===== config.mk =====
export PLATFORM = sky130hd
export DESIGN_NAME = cls_reply_sched
export DESIGN_NICKNAME = d
export VERILOG_FILES = /design/src/rtl/cls_sched_pkg.sv /design/src/rtl/cls_sched_queue.sv /design/src/rtl/cls_sched_elig.sv /design/src/rtl/cls_sched_arb.sv /design/src/rtl/cls_reply_sched.sv
export SDC_FILE = /design/constraint.sdc
export NUM_CORES = 1
export LEC_CHECK = 0
export BUFFER_PORTS_ARGS = -buffer_cell sky130_fd_sc_hd__buf_2
export CORE_MARGIN = 1.5
export CORE_UTILIZATION = 55
export DETAILED_ROUTE_END_ITERATION = 6
export GPL_ROUTABILITY_DRIVEN = 0
export HOLD_SLACK_MARGIN = 0.1
export PLACE_DENSITY_LB_ADDON = 0.05
export SLEW_MARGIN = 20
export SYNTH_ARGS = -nofsm -noshare
export SYNTH_HDL_FRONTEND = slang
export SYNTH_SLANG_ARGS = --single-unit
export TNS_END_PERCENT = 100

===== constraint.sdc =====
create_clock -name clk -period 5.5 [get_ports clk]
set_clock_uncertainty 0.2 [all_clocks]
set_input_delay 1.65 -clock clk [delete_from_list [all_inputs] [get_ports clk]]
set_output_delay 1.65 -clock clk [all_outputs]
set_load 0.01 [all_outputs]

===== src/rtl/cls_sched_pkg.sv =====
package cls_sched_pkg;

  localparam int TY_W = 3;

  typedef enum logic [TY_W-1:0] {
    TY_NCLD  = 3'd0,
    TY_NCST  = 3'd1,
    TY_BLKST = 3'd2,
    TY_COHWR = 3'd3,
    TY_WRBK  = 3'd4
  } txn_ty_e;

  function automatic logic ty_legal(input logic [TY_W-1:0] t);
    return t <= TY_WRBK;
  endfunction

  function automatic logic ty_small(input logic [TY_W-1:0] t);
    return (t == TY_NCLD) || (t == TY_NCST);
  endfunction

  function automatic logic ty_block(input logic [TY_W-1:0] t);
    return (t == TY_BLKST) || (t == TY_COHWR);
  endfunction

endpackage


===== src/rtl/cls_sched_queue.sv =====
module cls_sched_queue
  import cls_sched_pkg::*;
#(
  parameter int DEPTH = 8,
  parameter int TAG_W = 4,
  parameter int IDX_W = (DEPTH > 1) ? $clog2(DEPTH) : 1,
  parameter int CNT_W = $clog2(DEPTH + 1)
) (
  input  logic                        clk,
  input  logic                        rst_n,
  input  logic                        push,
  input  logic [TAG_W-1:0]            push_tag,
  input  logic [TY_W-1:0]             push_ty,
  input  logic                        mark,
  input  logic [TAG_W-1:0]            mark_tag,
  input  logic                        pop,
  input  logic [IDX_W-1:0]            pop_idx,
  output logic [DEPTH-1:0]            ent_vld,
  output logic [DEPTH-1:0]            ent_rdy,
  output logic [DEPTH-1:0][TAG_W-1:0] ent_tag,
  output logic [DEPTH-1:0][TY_W-1:0]  ent_ty,
  output logic [CNT_W-1:0]            count
);

  logic [DEPTH-1:0]            vld_q, vld_n;
  logic [DEPTH-1:0]            rdy_q, rdy_n;
  logic [DEPTH-1:0][TAG_W-1:0] tag_q, tag_n;
  logic [DEPTH-1:0][TY_W-1:0]  ty_q, ty_n;
  logic [CNT_W-1:0]            cnt_q, cnt_n;
  logic [CNT_W-1:0]            wr_pos;
  logic                        data_en;

  assign wr_pos  = cnt_q - CNT_W'(pop);
  assign data_en = push | pop;

  // Next state: close the gap left by a grant, apply ready marks, append.
  always_comb begin
    for (int i = 0; i < DEPTH; i++) begin
      int src;
      src = (pop && (i >= int'(pop_idx))) ? i + 1 : i;
      if (src < DEPTH) begin
        vld_n[i] = vld_q[src];
        rdy_n[i] = rdy_q[src];
        tag_n[i] = tag_q[src];
        ty_n[i]  = ty_q[src];
      end else begin
        vld_n[i] = 1'b0;
        rdy_n[i] = 1'b0;
        tag_n[i] = '0;
        ty_n[i]  = '0;
      end
      if (mark && vld_n[i] && (tag_n[i] == mark_tag)) begin
        rdy_n[i] = 1'b1;
      end
      if (push && (CNT_W'(i) == wr_pos)) begin
        vld_n[i] = 1'b1;
        rdy_n[i] = mark && (mark_tag == push_tag);
        tag_n[i] = push_tag;
        ty_n[i]  = push_ty;
      end
    end
    cnt_n = cnt_q - CNT_W'(pop) + CNT_W'(push);
  end

  always_ff @(posedge clk or negedge rst_n) begin
    if (!rst_n) begin
      vld_q <= '0;
      rdy_q <= '0;
      cnt_q <= '0;
    end else begin
      vld_q <= vld_n;
      rdy_q <= rdy_n;
      cnt_q <= cnt_n;
    end
  end

  always_ff @(posedge clk) begin
    if (data_en) begin
      tag_q <= tag_n;
      ty_q  <= ty_n;
    end
  end

  assign ent_vld = vld_q;
  assign ent_rdy = rdy_q;
  assign ent_tag = tag_q;
  assign ent_ty  = ty_q;
  assign count   = cnt_q;

endmodule


===== src/rtl/cls_sched_elig.sv =====
module cls_sched_elig
  import cls_sched_pkg::*;
#(
  parameter int DEPTH = 8
) (
  input  logic [DEPTH-1:0]           ent_vld,
  input  logic [DEPTH-1:0]           ent_rdy,
  input  logic [DEPTH-1:0][TY_W-1:0] ent_ty,
  output logic [DEPTH-1:0]           elig
);

  logic [DEPTH-1:0] small_v;
  logic [DEPTH-1:0] block_v;

  for (genvar i = 0; i < DEPTH; i++) begin : g_class
    assign small_v[i] = ent_vld[i] && ty_small(ent_ty[i]);
    assign block_v[i] = ent_vld[i] && ty_block(ent_ty[i]);
  end

  // Slot 0 is oldest; an entry is blocked by any older held member of its family.
  for (genvar i = 0; i < DEPTH; i++) begin : g_elig
    localparam logic [DEPTH-1:0] OLDER = (DEPTH'(1) << i) - DEPTH'(1);
    logic blocked;
    assign blocked = small_v[i] ? |(small_v & OLDER) :
                     block_v[i] ? |(block_v & OLDER) : 1'b0;
    assign elig[i] = ent_vld[i] && ent_rdy[i] && !blocked;
  end

endmodule


===== src/rtl/cls_sched_arb.sv =====
module cls_sched_arb #(
  parameter int DEPTH = 8,
  parameter int IDX_W = (DEPTH > 1) ? $clog2(DEPTH) : 1
) (
  input  logic [DEPTH-1:0] req,
  output logic             gnt_vld,
  output logic [IDX_W-1:0] gnt_idx
);

  always_comb begin
    gnt_vld = |req;
    gnt_idx = '0;
    for (int i = DEPTH - 1; i >= 0; i--) begin
      if (req[i]) gnt_idx = IDX_W'(i);
    end
  end

endmodule


===== src/rtl/cls_reply_sched.sv =====
module cls_reply_sched
  import cls_sched_pkg::*;
#(
  parameter int DEPTH = 8,
  parameter int TAG_W = 4
) (
  input  logic             clk,
  input  logic             rst_n,
  input  logic             iss_vld,
  input  logic [TAG_W-1:0] iss_tag,
  input  logic [2:0]       iss_ty,
  input  logic             rdy_vld,
  input  logic [TAG_W-1:0] rdy_tag,
  output logic             gnt_vld,
  output logic [TAG_W-1:0] gnt_tag,
  output logic [2:0]       gnt_ty,
  output logic             err_overflow,
  output logic             err_order,
  output logic             err_type
);

  localparam int IDX_W = (DEPTH > 1) ? $clog2(DEPTH) : 1;
  localparam int CNT_W = $clog2(DEPTH + 1);

  logic [1:0]                  rst_sync_q;
  logic                        rst_sync_n;
  logic [DEPTH-1:0]            ent_vld;
  logic [DEPTH-1:0]            ent_rdy;
  logic [DEPTH-1:0][TAG_W-1:0] ent_tag;
  logic [DEPTH-1:0][TY_W-1:0]  ent_ty;
  logic [CNT_W-1:0]            q_count;
  logic [DEPTH-1:0]            elig;
  logic                        arb_vld;
  logic [IDX_W-1:0]            arb_idx;
  logic                        q_full;
  logic                        iss_ok_ty;
  logic                        push;
  logic                        load_held;
  logic                        ovf_n, ord_n, typ_n;
  logic                        ovf_q, ord_q, typ_q;

  // Reset asserts at once and is released two clocks later.
  always_ff @(posedge clk or negedge rst_n) begin
    if (!rst_n) rst_sync_q <= 2'b00;
    else        rst_sync_q <= {rst_sync_q[0], 1'b1};
  end
  assign rst_sync_n = rst_sync_q[1];

  assign q_full    = (q_count == CNT_W'(DEPTH));
  assign iss_ok_ty = ty_legal(iss_ty);
  assign push      = iss_vld && iss_ok_ty && !q_full;

  cls_sched_queue #(.DEPTH(DEPTH), .TAG_W(TAG_W), .IDX_W(IDX_W), .CNT_W(CNT_W)) u_queue (
    .clk      (clk),
    .rst_n    (rst_sync_n),
    .push     (push),
    .push_tag (iss_tag),
    .push_ty  (iss_ty),
    .mark     (rdy_vld),
    .mark_tag (rdy_tag),
    .pop      (arb_vld),
    .pop_idx  (arb_idx),
    .ent_vld  (ent_vld),
    .ent_rdy  (ent_rdy),
    .ent_tag  (ent_tag),
    .ent_ty   (ent_ty),
    .count    (q_count)
  );

  cls_sched_elig #(.DEPTH(DEPTH)) u_elig (
    .ent_vld (ent_vld),
    .ent_rdy (ent_rdy),
    .ent_ty  (ent_ty),
    .elig    (elig)
  );

  cls_sched_arb #(.DEPTH(DEPTH), .IDX_W(IDX_W)) u_arb (
    .req     (elig),
    .gnt_vld (arb_vld),
    .gnt_idx (arb_idx)
  );

  // A load leaving in this very cycle no longer counts as held.
  always_comb begin
    load_held = 1'b0;
    for (int i = 0; i < DEPTH; i++) begin
      if (ent_vld[i] && (ent_ty[i] == TY_NCLD) &&
          !(arb_vld && (arb_idx == IDX_W'(i)))) begin
        load_held = 1'b1;
      end
    end
  end

  always_comb begin
    ovf_n = iss_vld && iss_ok_ty && q_full;
    ord_n = push && (iss_ty == TY_NCST) && load_held;
    typ_n = iss_vld && !iss_ok_ty;
  end

  always_ff @(posedge clk or negedge rst_sync_n) begin
    if (!rst_sync_n) begin
      ovf_q <= 1'b0;
      ord_q <= 1'b0;
      typ_q <= 1'b0;
    end else begin
      ovf_q <= ovf_n;
      ord_q <= ord_n;
      typ_q <= typ_n;
    end
  end

  assign gnt_vld      = arb_vld;
  assign gnt_tag      = ent_tag[arb_idx];
  assign gnt_ty       = ent_ty[arb_idx];
  assign err_overflow = ovf_q;
  assign err_order    = ord_q;
  assign err_type     = typ_q;

endmodule


== Yosys cells after proc, flatten, opt, wreduce, memory -nomap -nowiden ==
Index checks and enable logic that the tools add are counted.
Widths: inputs -> output; s select.

* Eq/ne operators: 49
* Bitwise logic cells: 1
* Muxes and demuxes: 210
* Add/subtract/negate cells: 2
* Magnitude comparators: 25
* Reductions and logical operators: 149

{| class="wikitable"
|+ Operators by type and width
! kind !! number
|-
| $lt 32x5->1 const B || 16
|-
| $mux 4 || 34
|-
| $mux 3 || 42
|-
| $bmux 4 s3 || 9
|-
| $mux 1 || 98
|-
| $logic_and 1x1->1 || 93
|-
| $bmux 3 s3 || 9
|-
| $eq 3x2->1 const B || 18
|-
| $bmux 1 s3 || 16
|-
| $eq 4x4->1 || 9
|-
| $eq 3x1->1 const B || 10
|-
| $logic_not 3->1 || 9
|-
| $logic_not 1->1 || 17
|-
| $eq 3x4->1 const A || 4
|-
| $logic_or 1x1->1 || 16
|-
| $reduce_or 7->1 || 2
|-
| $eq 3x3->1 const B || 4
|-
| $reduce_or 6->1 || 2
|-
| $reduce_or 5->1 || 2
|-
| $ge 3x3->1 const A || 3
|-
| $eq 2x4->1 const A || 2
|-
| $reduce_or 4->1 || 2
|-
| $reduce_or 8->1 || 1
|-
| $ge 1x3->1 const A || 2
|-
| 12 further kinds || 16
|}

* Word-level logic and storage cells: 459
* Bits in registers: 81

== Logic depth before layout (Yosys ltp) ==
Gate-level depths: netlist (run 1).

* Word-level depth: 29
* Mapped depth: 20
* Mapped depth without buffers: 17

== Modules after synthesis ==
A second synthesis (run 1) with hierarchy kept.

* Cells, all modules: 552
* Area, all modules: 5594.1 sq um

{| class="wikitable"
|+ By module, submodules not included
! module !! cells each !! seq. area each (sq um) !! instances !! area an instance (sq um)
|-
| cls_sched_queue || 426 || 2182.1 || 1 || 4388.0
|-
| cls_reply_sched || 66 || 125.1 || 1 || 803.3
|-
| cls_sched_elig || 47 || 0.0 || 1 || 321.6
|-
| cls_sched_arb || 13 || 0.0 || 1 || 81.3
|}

== Worst setup path before layout (run 1) ==
OpenSTA, ideal clock, no wires.

* Path type: flip-flop to output port
* Start point: register u_queue.ty_q (netlist bit u_queue.ent_ty[8])
* End point: output gnt_tag[0]
* Arrival time: 2.720 ns
* Path slack: 0.930 ns
* Cell stages (with the launch flop): 11
* Data required time: 3.650 ns
* Buffers on the path: 2
* Path through: edfxtp_1 > nand3b_1 > and4_1 > o311ai_2 > and3_1 > clkbuf_1 > o21a_1 > clkbuf_1 > mux2_2 > nand2_1 > o211ai_1

* Word-level cells in the longest chain between the ends: 18

{| class="wikitable"
|+ RTL lines
! element !! line !! source
|-
| start, declared || cls_sched_queue.sv:28 || <nowiki>logic [DEPTH-1:0][TY_W-1:0] ty_q, ty_n;</nowiki>
|-
| start signal, assigned || cls_sched_queue.sv:80 || <nowiki>ty_q <= ty_n;</nowiki>
|-
| $eq 3x2->1 || cls_sched_pkg.sv:22 || <nowiki>return (t == TY_BLKST) || (t == TY_COHWR);</nowiki>
|-
| $logic_or 1x1->1 || cls_sched_pkg.sv:22 ||
|-
| $logic_and 1x1->1 || cls_sched_elig.sv:17 || <nowiki>assign block_v[i] = ent_vld[i] && ty_block(ent_ty[i]);</nowiki>
|-
| $reduce_or 7->1 || cls_sched_elig.sv:25 || <nowiki>block_v[i] ? |(block_v & OLDER) : 1'b0;</nowiki>
|-
| $mux 1 || cls_sched_elig.sv:25 ||
|-
| $mux 1 || cls_sched_elig.sv:24 || <nowiki>assign blocked = small_v[i] ? |(small_v & OLDER) :</nowiki>
|-
| $logic_not 1->1 || cls_sched_elig.sv:26 || <nowiki>assign elig[i] = ent_vld[i] && ent_rdy[i] && !blocked;</nowiki>
|-
| $logic_and 1x1->1 || cls_sched_elig.sv:26 ||
|-
| $mux 3 (5 in series) || cls_sched_arb.sv:14 || <nowiki>if (req[i]) gnt_idx = IDX_W'(i);</nowiki>
|-
| $mux 3 (*) (3 in series) || cls_sched_arb.sv:14 ||
|-
| $bmux 4 s3 (*) || cls_reply_sched.sv:113 || <nowiki>assign gnt_tag = ent_tag[arb_idx];</nowiki>
|-
| $mux 4 (not written as such) (*) || cls_reply_sched.sv:113 ||
|-
| end, declared || cls_reply_sched.sv:15 || <nowiki>output logic [TAG_W-1:0] gnt_tag,</nowiki>
|}

Every way passes the cells marked *; elsewhere a longest branch is shown, timed or not. The select of a mux whose other input is x is not followed.

== Worst setup path in the final report (run 1) ==
* Start point: register u_queue.vld_q[3] (netlist: u_queue.ent_vld[3])
* End point: output gnt_ty[1]

* Word-level cells in the longest chain between the ends: 16

{| class="wikitable"
|+ RTL lines
! element !! line !! source
|-
| start, declared || cls_sched_queue.sv:25 || <nowiki>logic [DEPTH-1:0] vld_q, vld_n;</nowiki>
|-
| start signal, assigned || cls_sched_queue.sv:71 || <nowiki>vld_q <= vld_n;</nowiki>
|-
| $logic_and 1x1->1 || cls_sched_elig.sv:17 ||
|-
| $reduce_or 7->1 || cls_sched_elig.sv:25 ||
|-
| $mux 1 || cls_sched_elig.sv:25 ||
|-
| $mux 1 || cls_sched_elig.sv:24 ||
|-
| $logic_not 1->1 || cls_sched_elig.sv:26 ||
|-
| $logic_and 1x1->1 || cls_sched_elig.sv:26 ||
|-
| $mux 3 (4 in series) || cls_sched_arb.sv:14 ||
|-
| $mux 3 (*) (4 in series) || cls_sched_arb.sv:14 ||
|-
| $bmux 3 s3 (*) || cls_reply_sched.sv:114 || <nowiki>assign gnt_ty = ent_ty[arb_idx];</nowiki>
|-
| $mux 3 (not written as such) (*) || cls_reply_sched.sv:114 ||
|-
| end, declared || cls_reply_sched.sv:16 || <nowiki>output logic [2:0] gnt_ty,</nowiki>
|}

Marked as above.

==> results of run 1 <==
state kept, by name, indices dropped and copies added (netlist names):
name             cells
rst_sync_q           2
err_order            1
u_queue.ent_tag     32
u_queue.count        4
u_queue.ent_vld      8
u_queue.ent_rdy      8
u_queue.ent_ty      24
err_overflow         1
err_type             1
logic make-up (layout without fill, tap and decap cells):
family | count (synthesis) | count (layout) | share of synthesized area, %
AO/OA/AOI/OAI | 135 | 135 | 17.9
XOR/XNOR | 41 | 41 | 6.58
adder cells (fa/ha/maj) | 4 | 4 | 0.918
buffers and inverters | 48 | 77 | 3.69
flip-flops | 81 | 81 | 42.3
multiplexers | 44 | 44 | 8.14
other | 1 | 1 | 0.0688
AND/OR/NAND/NOR | 228 | 228 | 20.4
worst reg2reg max path: cells and delay by family, from the launching register on:
family,cells,cell delay [ns]
buffers and inverters,1,0.12
AO/OA/AOI/OAI,3,0.71
AND/OR/NAND/NOR,10,2.85
XOR/XNOR,1,0.18
flip-flops,1,0.46
adder cells (fa/ha/maj),1,0.18
power by group through the flow:
stage / Clock [mW] / Sequential [mW] / Combinational [mW]
3_3_place_gp: 0 / 1.51 / 2.30
3_5_place_dp: 0 / 1.51 / 2.37
4_1_cts: 0.381 / 1.50 / 2.38
5_1_grt: 0.407 / 1.55 / 2.70
6_report: 0.376 / 1.51 / 2.45
2_1_floorplan: 0 / 1.38 / 1.83
timing repair:
action                                  in CTS  in global routing
endpoints found under the setup margin       1                 10
buffers inserted                             0                  4
cloned                                       0                  0
hold buffers                                 0                  3
pin swaps                                    0                  3
gates resized for setup                      1                  6
endpoints found under the hold margin        0                  1
routing by layer:
| metal | up-vias | share of wire (%) | GRT usage (%) |
|---|---|---|---|
| li1 | 2177 | - | - |
| met1 | 2176 | 44 | 42.5 |
| met2 | 198 | 46 | 47.8 |
| met3 | 35 | 6.7 | 5.29 |
| met4 | 0 | 2.7 | 10.2 |
| met5 | - | 0 | 0 |
final cells by class:
cell class	instances	area share, %
clock buffers	11	2.21
clock inverters	5	0.379
inverters	19	1.20
multi-input cells	453	50.1
flip-flops and latches	81	38.9
well taps	133	2.80
repair buffers	42	4.38
path summary, 6_finish.rpt:
check,from,endpoint,slack (ns),depth (start not counted)
max,u_queue.ent_vld[3],gnt_ty[1],0.10,11
min,rst_sync_q[0],rst_sync_q[1],0.17,0
max reg2reg,u_queue.ent_vld[3],u_queue.ent_ty[1],0.50,16
min reg2reg,rst_sync_q[0],rst_sync_q[1],0.17,0
max in group asynchronous,rst_sync_q[1],u_queue.ent_vld[2],3.80,1
min in group asynchronous,rst_sync_q[1],u_queue.ent_vld[5],0.43,1
layout by cell type (no fill, tap or decap), drive strengths merged, types with 4 or more instances in the layout:
| master | netlist | final |
|---|---|---|
| nand2b | 6 | 6 |
| xor2 | 18 | 18 |
| o22ai | 7 | 7 |
| nor3b | 7 | 7 |
| o211ai | 4 | 4 |
| clkinv | 0 | 5 |
| buf | 9 | 39 |
| o31ai | 4 | 4 |
| inv | 19 | 19 |
| nand4 | 5 | 5 |
| a222oi | 5 | 5 |
| a2bb2oi | 5 | 5 |
| a21oi | 29 | 29 |
| nand3 | 24 | 24 |
| nor4 | 5 | 5 |
| nor2 | 53 | 53 |
| dfrtp | 25 | 25 |
| and3 | 5 | 5 |
| nand2 | 92 | 92 |
| xnor2 | 23 | 23 |
| o21ai | 43 | 43 |
| clkbuf | 20 | 11 |
| a31oi | 5 | 5 |
| nor2b | 4 | 4 |
| o2111ai | 7 | 7 |
| edfxtp | 56 | 56 |
| ha | 4 | 4 |
| mux2i | 41 | 41 |
| nand3b | 8 | 8 |
| nor3 | 5 | 5 |
through the flow:
stage	hold WS [ns]	cell area [sq um]
global route	0.179	5940
CTS	0.164	5840
detailed placement	0.146	5690
global placement	0.133	5690
finish	0.172	5940
floorplan	0.0938	5450
==> run summary, run 1 <==
Seq/Total Area, Yosys -> 42.3%
dpl cells -> 721
core area -> 9680 sq um
CP max stage cell -> or4_4
crit path cell chain -> nor3b_1, or4_4, o21a_1, o41ai_4, nand2b_1, o211a_4, nor2b_1, buf_4, a2bb2oi_1, o2111ai_1, buf_2
maximum fanout along the worst path -> 12
PortBufs -> 25
All-Layer GR Usage -> 30.3%
Final WS setup -> 0.100 ns
NetSw -> 2.03 mW
final WL -> 15,200 um
Die H -> 103 um
vias in the first global route -> 4,351
Max stage delay on crit path -> 0.60 ns
Via Count -> 4,586
Final Setup Violations -> 0
register area -> 2310 sq um
Worst setup EP type -> output port
#FFs+latches synth -> 81
crit start category -> register
Initial Util -> 56.3%
most common cell in the netlist -> nand2_1
Residual DRC -> 0
prevailing post-synth register cell -> edfxtp_1
clk slew on worst S/H paths -> 0.08 ns
Max Freq -> 185 MHz
fraction of layout cells with a size suffix above 1 -> 13.1%
CTS Buf Count -> 9
clk sinks -> 81
status -> finished clean
Yosys Warn Count -> 0
largest net degree at the start of global routing -> 33
Final nets -> 625
final core utilization -> 61.3%
initial antenna violation count -> 0
global-route wire length before repair -> 23,700 um
critical path data required time -> 3.65 ns
synth unique cells -> 68
Total Negative Setup Slacks -> 0 ns
syn nets -> 601
CTS tree -> done
WS Path Type -> reg -> out
RSZ-0062 raised after global routing -> yes
Synth top area share -> 30.8%
Post-synth top cells -> 92 x nand2_1, 56 x edfxtp_1, 51 x nor2_1
Net Sw Frac -> 46.9%
I/O Pins -> 26
maximum capacitance violations -> 0
Final Cycle Share -> 98.2%
Slew Viols, Final -> 0
asr flop ratio synth -> 30.9%
Finished Layout Cells -> 744
Int Power -> 2.31 mW
sequential cell fraction of total power -> 34.8%
Max Root-Sink Buffers -> 2
Worst Tran Pin Value -> 0.934 ns
area taken by multi-input logic gates -> 2970 sq um
Pleak -> 2.45 nW
Synth area leaders -> edfxtp_1 31%, dfrtp_1 11%, mux2i_1 7.5%
DR pass1 iterations -> 6
# rows -> 36
Yosys top cell by area -> edfxtp_1
DP HPWL -> 11,500 um
die area -> 10,500 sq um
hold crit path type -> reg -> reg
Clock Latency Late Sink -> 0.36 ns
Mapped Cells -> 582
power density cells -> 731 nW/um^2
final hold viol count -> 0
vias per cell -> 6.16
pre-CTS WS -> 0.404 ns
fin crit period -> 5.40 ns
fillcell total -> 885
post-DR wirelength/cell -> 20.4 um
GR Overflow Total -> 0
P&R area growth vs syn -> 8.83%
H-Tree Depth -> 3
Post-synth EDFFs -> 56
Final ANT Viol Nets -> 0
family with the most delay on the worst path -> compound AO/OA/AOI/OAI gates
antenna cells -> 0
Clock power frac -> 8.7%
Peak VDD IR -> 333 uV
synthesized area -> 5450 sq um
CP Buf/Inv Count -> 2
combinational fraction of design power -> 56.5%
Die W -> 103 um
Critical Path AT -> 3.55 ns
Tot Pwr -> 4.34 mW
Rel. slew slack -> 37.1%
Avg Inst Size Synth -> 9.37 sq um
clk root buf -> clkbuf_8
Iter 0 DRT Violations -> 396
No activity file was read; power rests on OpenSTA's default activity.
==> run 2: changes to the inputs <==
--- a/config.mk
+++ b/config.mk
@@ -15,5 +15,6 @@
 export SLEW_MARGIN = 20
 export SYNTH_ARGS = -nofsm -noshare
 export SYNTH_HDL_FRONTEND = slang
+export SYNTH_HIERARCHICAL = 1
 export SYNTH_SLANG_ARGS = --single-unit
 export TNS_END_PERCENT = 100
==> run 2 against run 1 <==
Compared with the run above:
- register-to-register slack better by 0.51 ns
- synthesized cell count fell by 5.2%
- sequential share of layout area shrank 2.0 points
- cell area increased by 5.3%
- routed wire length rose by 2.5%
- hold slack lost 0.11 ns
- via count rose by 0.24%
- sequential power barely moved
- critical path depth increased by 1
- non-clock buffer count is 10 higher
- largest power group unchanged
==> run summary, run 2 <==
Slew Viols, Final -> 0 (unchanged)
pre-CTS WS -> 0.390 ns (was 0.404 ns)
Peak VDD IR -> 360 uV (was 333 uV)
RSZ-0062 raised after global routing -> no (was yes)
status -> finished clean (unchanged)
synthesized area -> 5590 sq um (was 5450 sq um)
flop2flop setup slack -> 1.01 ns (was 0.50 ns)
Final WS setup -> 0.0890 ns (was 0.100 ns)
family with the most delay on the worst path -> multiplexers (was compound AO/OA/AOI/OAI gates)
Via Count -> 4,597 (was 4,586)
crit path cell chain -> nor3b_1, or4_4, nor3_1, o311a_1, inv_1, a21oi_2, o41ai_4, buf_4, buf_12, mux4_2, mux2_2, buf_2 (was nor3b_1, or4_4, o21a_1, o41ai_4, nand2b_1, o211a_4, nor2b_1, buf_4, a2bb2oi_1, o2111ai_1, buf_2)
GR Overflow Total -> 0 (unchanged)
Yosys top cell by area -> edfxtp_1 (unchanged)
P&R area growth vs syn -> 11.7% (was 8.83%)
die area -> 10,800 sq um (was 10,500 sq um)
dpl cells -> 684 (was 721)
Worst Tran Pin Value -> 0.891 ns (was 0.934 ns)
clk sinks -> 81 (unchanged)
Post-synth EDFFs -> 56 (unchanged)
fillcell total -> 806 (was 885)
global-route wire length before repair -> 24,600 um (was 23,700 um)
fraction of layout cells with a size suffix above 1 -> 20.6% (was 13.1%)
Synth top area share -> 30.1% (was 30.8%)
most common cell in the netlist -> edfxtp_1 (was nand2_1)
Final nets -> 600 (was 625)
Die W -> 104 um (was 103 um)
H-Tree Depth -> 3 (unchanged)
DP HPWL -> 11,000 um (was 11,500 um)
initial antenna violation count -> 0 (unchanged)
Clock Latency Late Sink -> 0.36 ns (about the same)
syn nets -> 571 (was 601)
#FFs+latches synth -> 81 (unchanged)
Yosys Warn Count -> 6 (was 0)
core area -> 9820 sq um (was 9680 sq um)
Total Negative Setup Slacks -> 0 ns (unchanged)
PortBufs -> 25 (unchanged)
Max Freq -> 185 MHz (about the same)
max reg flops -> 32 (unchanged)
Max Root-Sink Buffers -> 2 (unchanged)
maximum capacitance violations -> 0 (unchanged)
clk root buf -> clkbuf_8 (unchanged)
CP max stage cell -> mux4_2 (was or4_4)
launch point of the critical path -> u_queue/ent_ty[8] (was u_queue.ent_vld[3])
Pleak -> 2.52 nW (was 2.45 nW)
vias per cell -> 6.39 (was 6.16)
synth unique cells -> 73 (was 68)
Final Setup Violations -> 0 (unchanged)
critical path data required time -> 3.65 ns (about the same)
fin crit period -> 5.41 ns (was 5.40 ns)
Finished Layout Cells -> 719 (was 744)
Rel. slew slack -> 40.5% (was 37.1%)
Reg2Reg Depth -> 13 (was 16)
DR pass1 iterations -> 5 (was 6)
antenna cells -> 0 (unchanged)
Post-synth top cells -> 56 x edfxtp_1, 53 x nand2_1, 41 x nor2_1 (was 92 x nand2_1, 56 x edfxtp_1, 51 x nor2_1)
All-Layer GR Usage -> 29.8% (was 30.3%)
Reg-to-Reg End -> u_queue/ent_tag[26] (was u_queue.ent_ty[1])
asr flop ratio synth -> 30.9% (unchanged)
Residual DRC -> 0 (unchanged)
Final Cycle Share -> 98.4% (was 98.2%)
hold crit path type -> reg -> async (was reg -> reg)
CP Buf/Inv Count -> 4 (was 2)
maximum fanout along the worst path -> 7 (was 12)
crit start category -> register (unchanged)
prevailing post-synth register cell -> edfxtp_1 (unchanged)
post-DR wirelength/cell -> 21.7 um (was 20.4 um)
reg2reg start -> u_queue/ent_ty[8] (was u_queue.ent_vld[3])
Initial Util -> 57.0% (was 56.3%)
Mapped Cells -> 552 (was 582)
Worst setup EP type -> output port (unchanged)
power density cells -> 773 nW/um^2 (was 731 nW/um^2)
most common cell after layout, fill and taps aside -> edfxtp_1 (was nand2_1)
CTS Buf Count -> 9 (unchanged)
final hold viol count -> 0 (unchanged)
WS Path Type -> reg -> out (unchanged)
largest net degree at the start of global routing -> 33 (unchanged)
clk slew on worst S/H paths -> 0.09 ns (was 0.08 ns)
vias in the first global route -> 4,517 (was 4,351)
Final ANT Viol Nets -> 0 (unchanged)
CTS tree -> done (unchanged)
Max stage delay on crit path -> 0.51 ns (was 0.60 ns)
Synth area leaders -> edfxtp_1 30%, dfrtp_1 11%, mux2i_1 7.0% (was edfxtp_1 31%, dfrtp_1 11%, mux2i_1 7.5%)
Die H -> 104 um (was 103 um)
# rows -> 36 (unchanged)
I/O Pins -> 26 (unchanged)
most frequent cells in the layout -> 56 x edfxtp_1, 53 x nand2_1, 41 x nor2_1 (was 92 x nand2_1, 56 x edfxtp_1, 51 x nor2_1)
Avg Inst Size Synth -> 10.1 sq um (was 9.37 sq um)
Critical Path AT -> 3.56 ns (was 3.55 ns)
final WL -> 15,600 um (was 15,200 um)
Iter 0 DRT Violations -> 442 (was 396)
Seq/Total Area, Yosys -> 41.2% (was 42.3%)
run 2: cell types whose count changed after synthesis, moves of 6 or more:
cell      delta
buf_2       +18
o21ai_0     -10
or4b_1       +7
mux4_2      +14
nor3b_1      +6
clkbuf_1    -17
nand3_1      -6
nand2_1     -39
nor3_1       +7
nor2_1      -10
run 2: where the power goes:
group	switching [mW]	internal, mW	leakage (nW)
Clock	0.224	0.255	0.0995
Sequential	0.347	1.17	0.862
Combinational	1.55	1.28	1.55
run 2: final cells by class:
type,instances,area [sq um],area share (%)
clock buffer,11,131,2.10
clock inverter,5,80.1,1.28
inverter,20,75.1,1.20
multi-input combinational,417,3080,49.3
sequential,81,2310,37.0
tap,133,166,2.66
timing repair buffer,52,403,6.45
run 2: what timing repair did:
| item | in CTS | in global routing |
|---|---|---|
| setup endpoints to repair | 6 | 7 |
| resized for setup | 4 | 3 |
| endpoints found under the hold margin | 0 | 0 |
| hold buffers | 0 | 0 |
| gates cloned | 2 | 0 |
| pin swaps | 4 | 6 |
| setup buffers | 16 | 1 |
run 2: how the worst max path moves through the flow:
stage | to | slack, ns | cells after the start
6_report | gnt_tag[0] | 0.09 | 12
5_1_grt | gnt_ty[2] | 0.02 | 12
4_1_cts | gnt_ty[1] | 0.005 | 11
3_5_place_dp | gnt_ty[2] | 0.39 | 10
3_3_place_gp | gnt_tag[0] | 0.48 | 10
2_1_floorplan | gnt_ty[1] | 0.32 | 9
run 2: routing by layer:
layer	track usage, %	up-vias	wire length, um
li1	-	2102	-
met1	39.2	2232	6530
met2	48.4	220	7510
met3	5.14	43	1040
met4	13.3	0	501
met5	0	-	0
run 2: logic make-up after synthesis:
| kind of cell | share of synthesized area [%] |
|---|---|
| adders and majority gates | 0.895 |
| xor gates and xnor gates | 6.08 |
| other | 0.0670 |
| AOI/OAI and AO/OA | 12.2 |
| DFF | 41.2 |
| muxes | 14.2 |
| buffers and inverters | 4.70 |
| and+or+nand+nor | 20.6 |
run 2: through the flow:
| step | util, % | instance area (sq um) | hold slack, ns | power [mW] |
|---|---|---|---|---|
| 6_report | 63.6 | 6250 | 0.0587 | 4.83 |
| 5_1_grt | 63.6 | 6250 | 0.121 | 5.13 |
| 4_1_cts | 63.4 | 6220 | 0.174 | 4.76 |
| 2_1_floorplan | - | 5600 | 0.0938 | 3.41 |
| 3_3_place_gp | 59.1 | 5810 | 0.133 | 4.06 |
| 3_5_place_dp | 59.1 | 5810 | 0.154 | 4.11 |
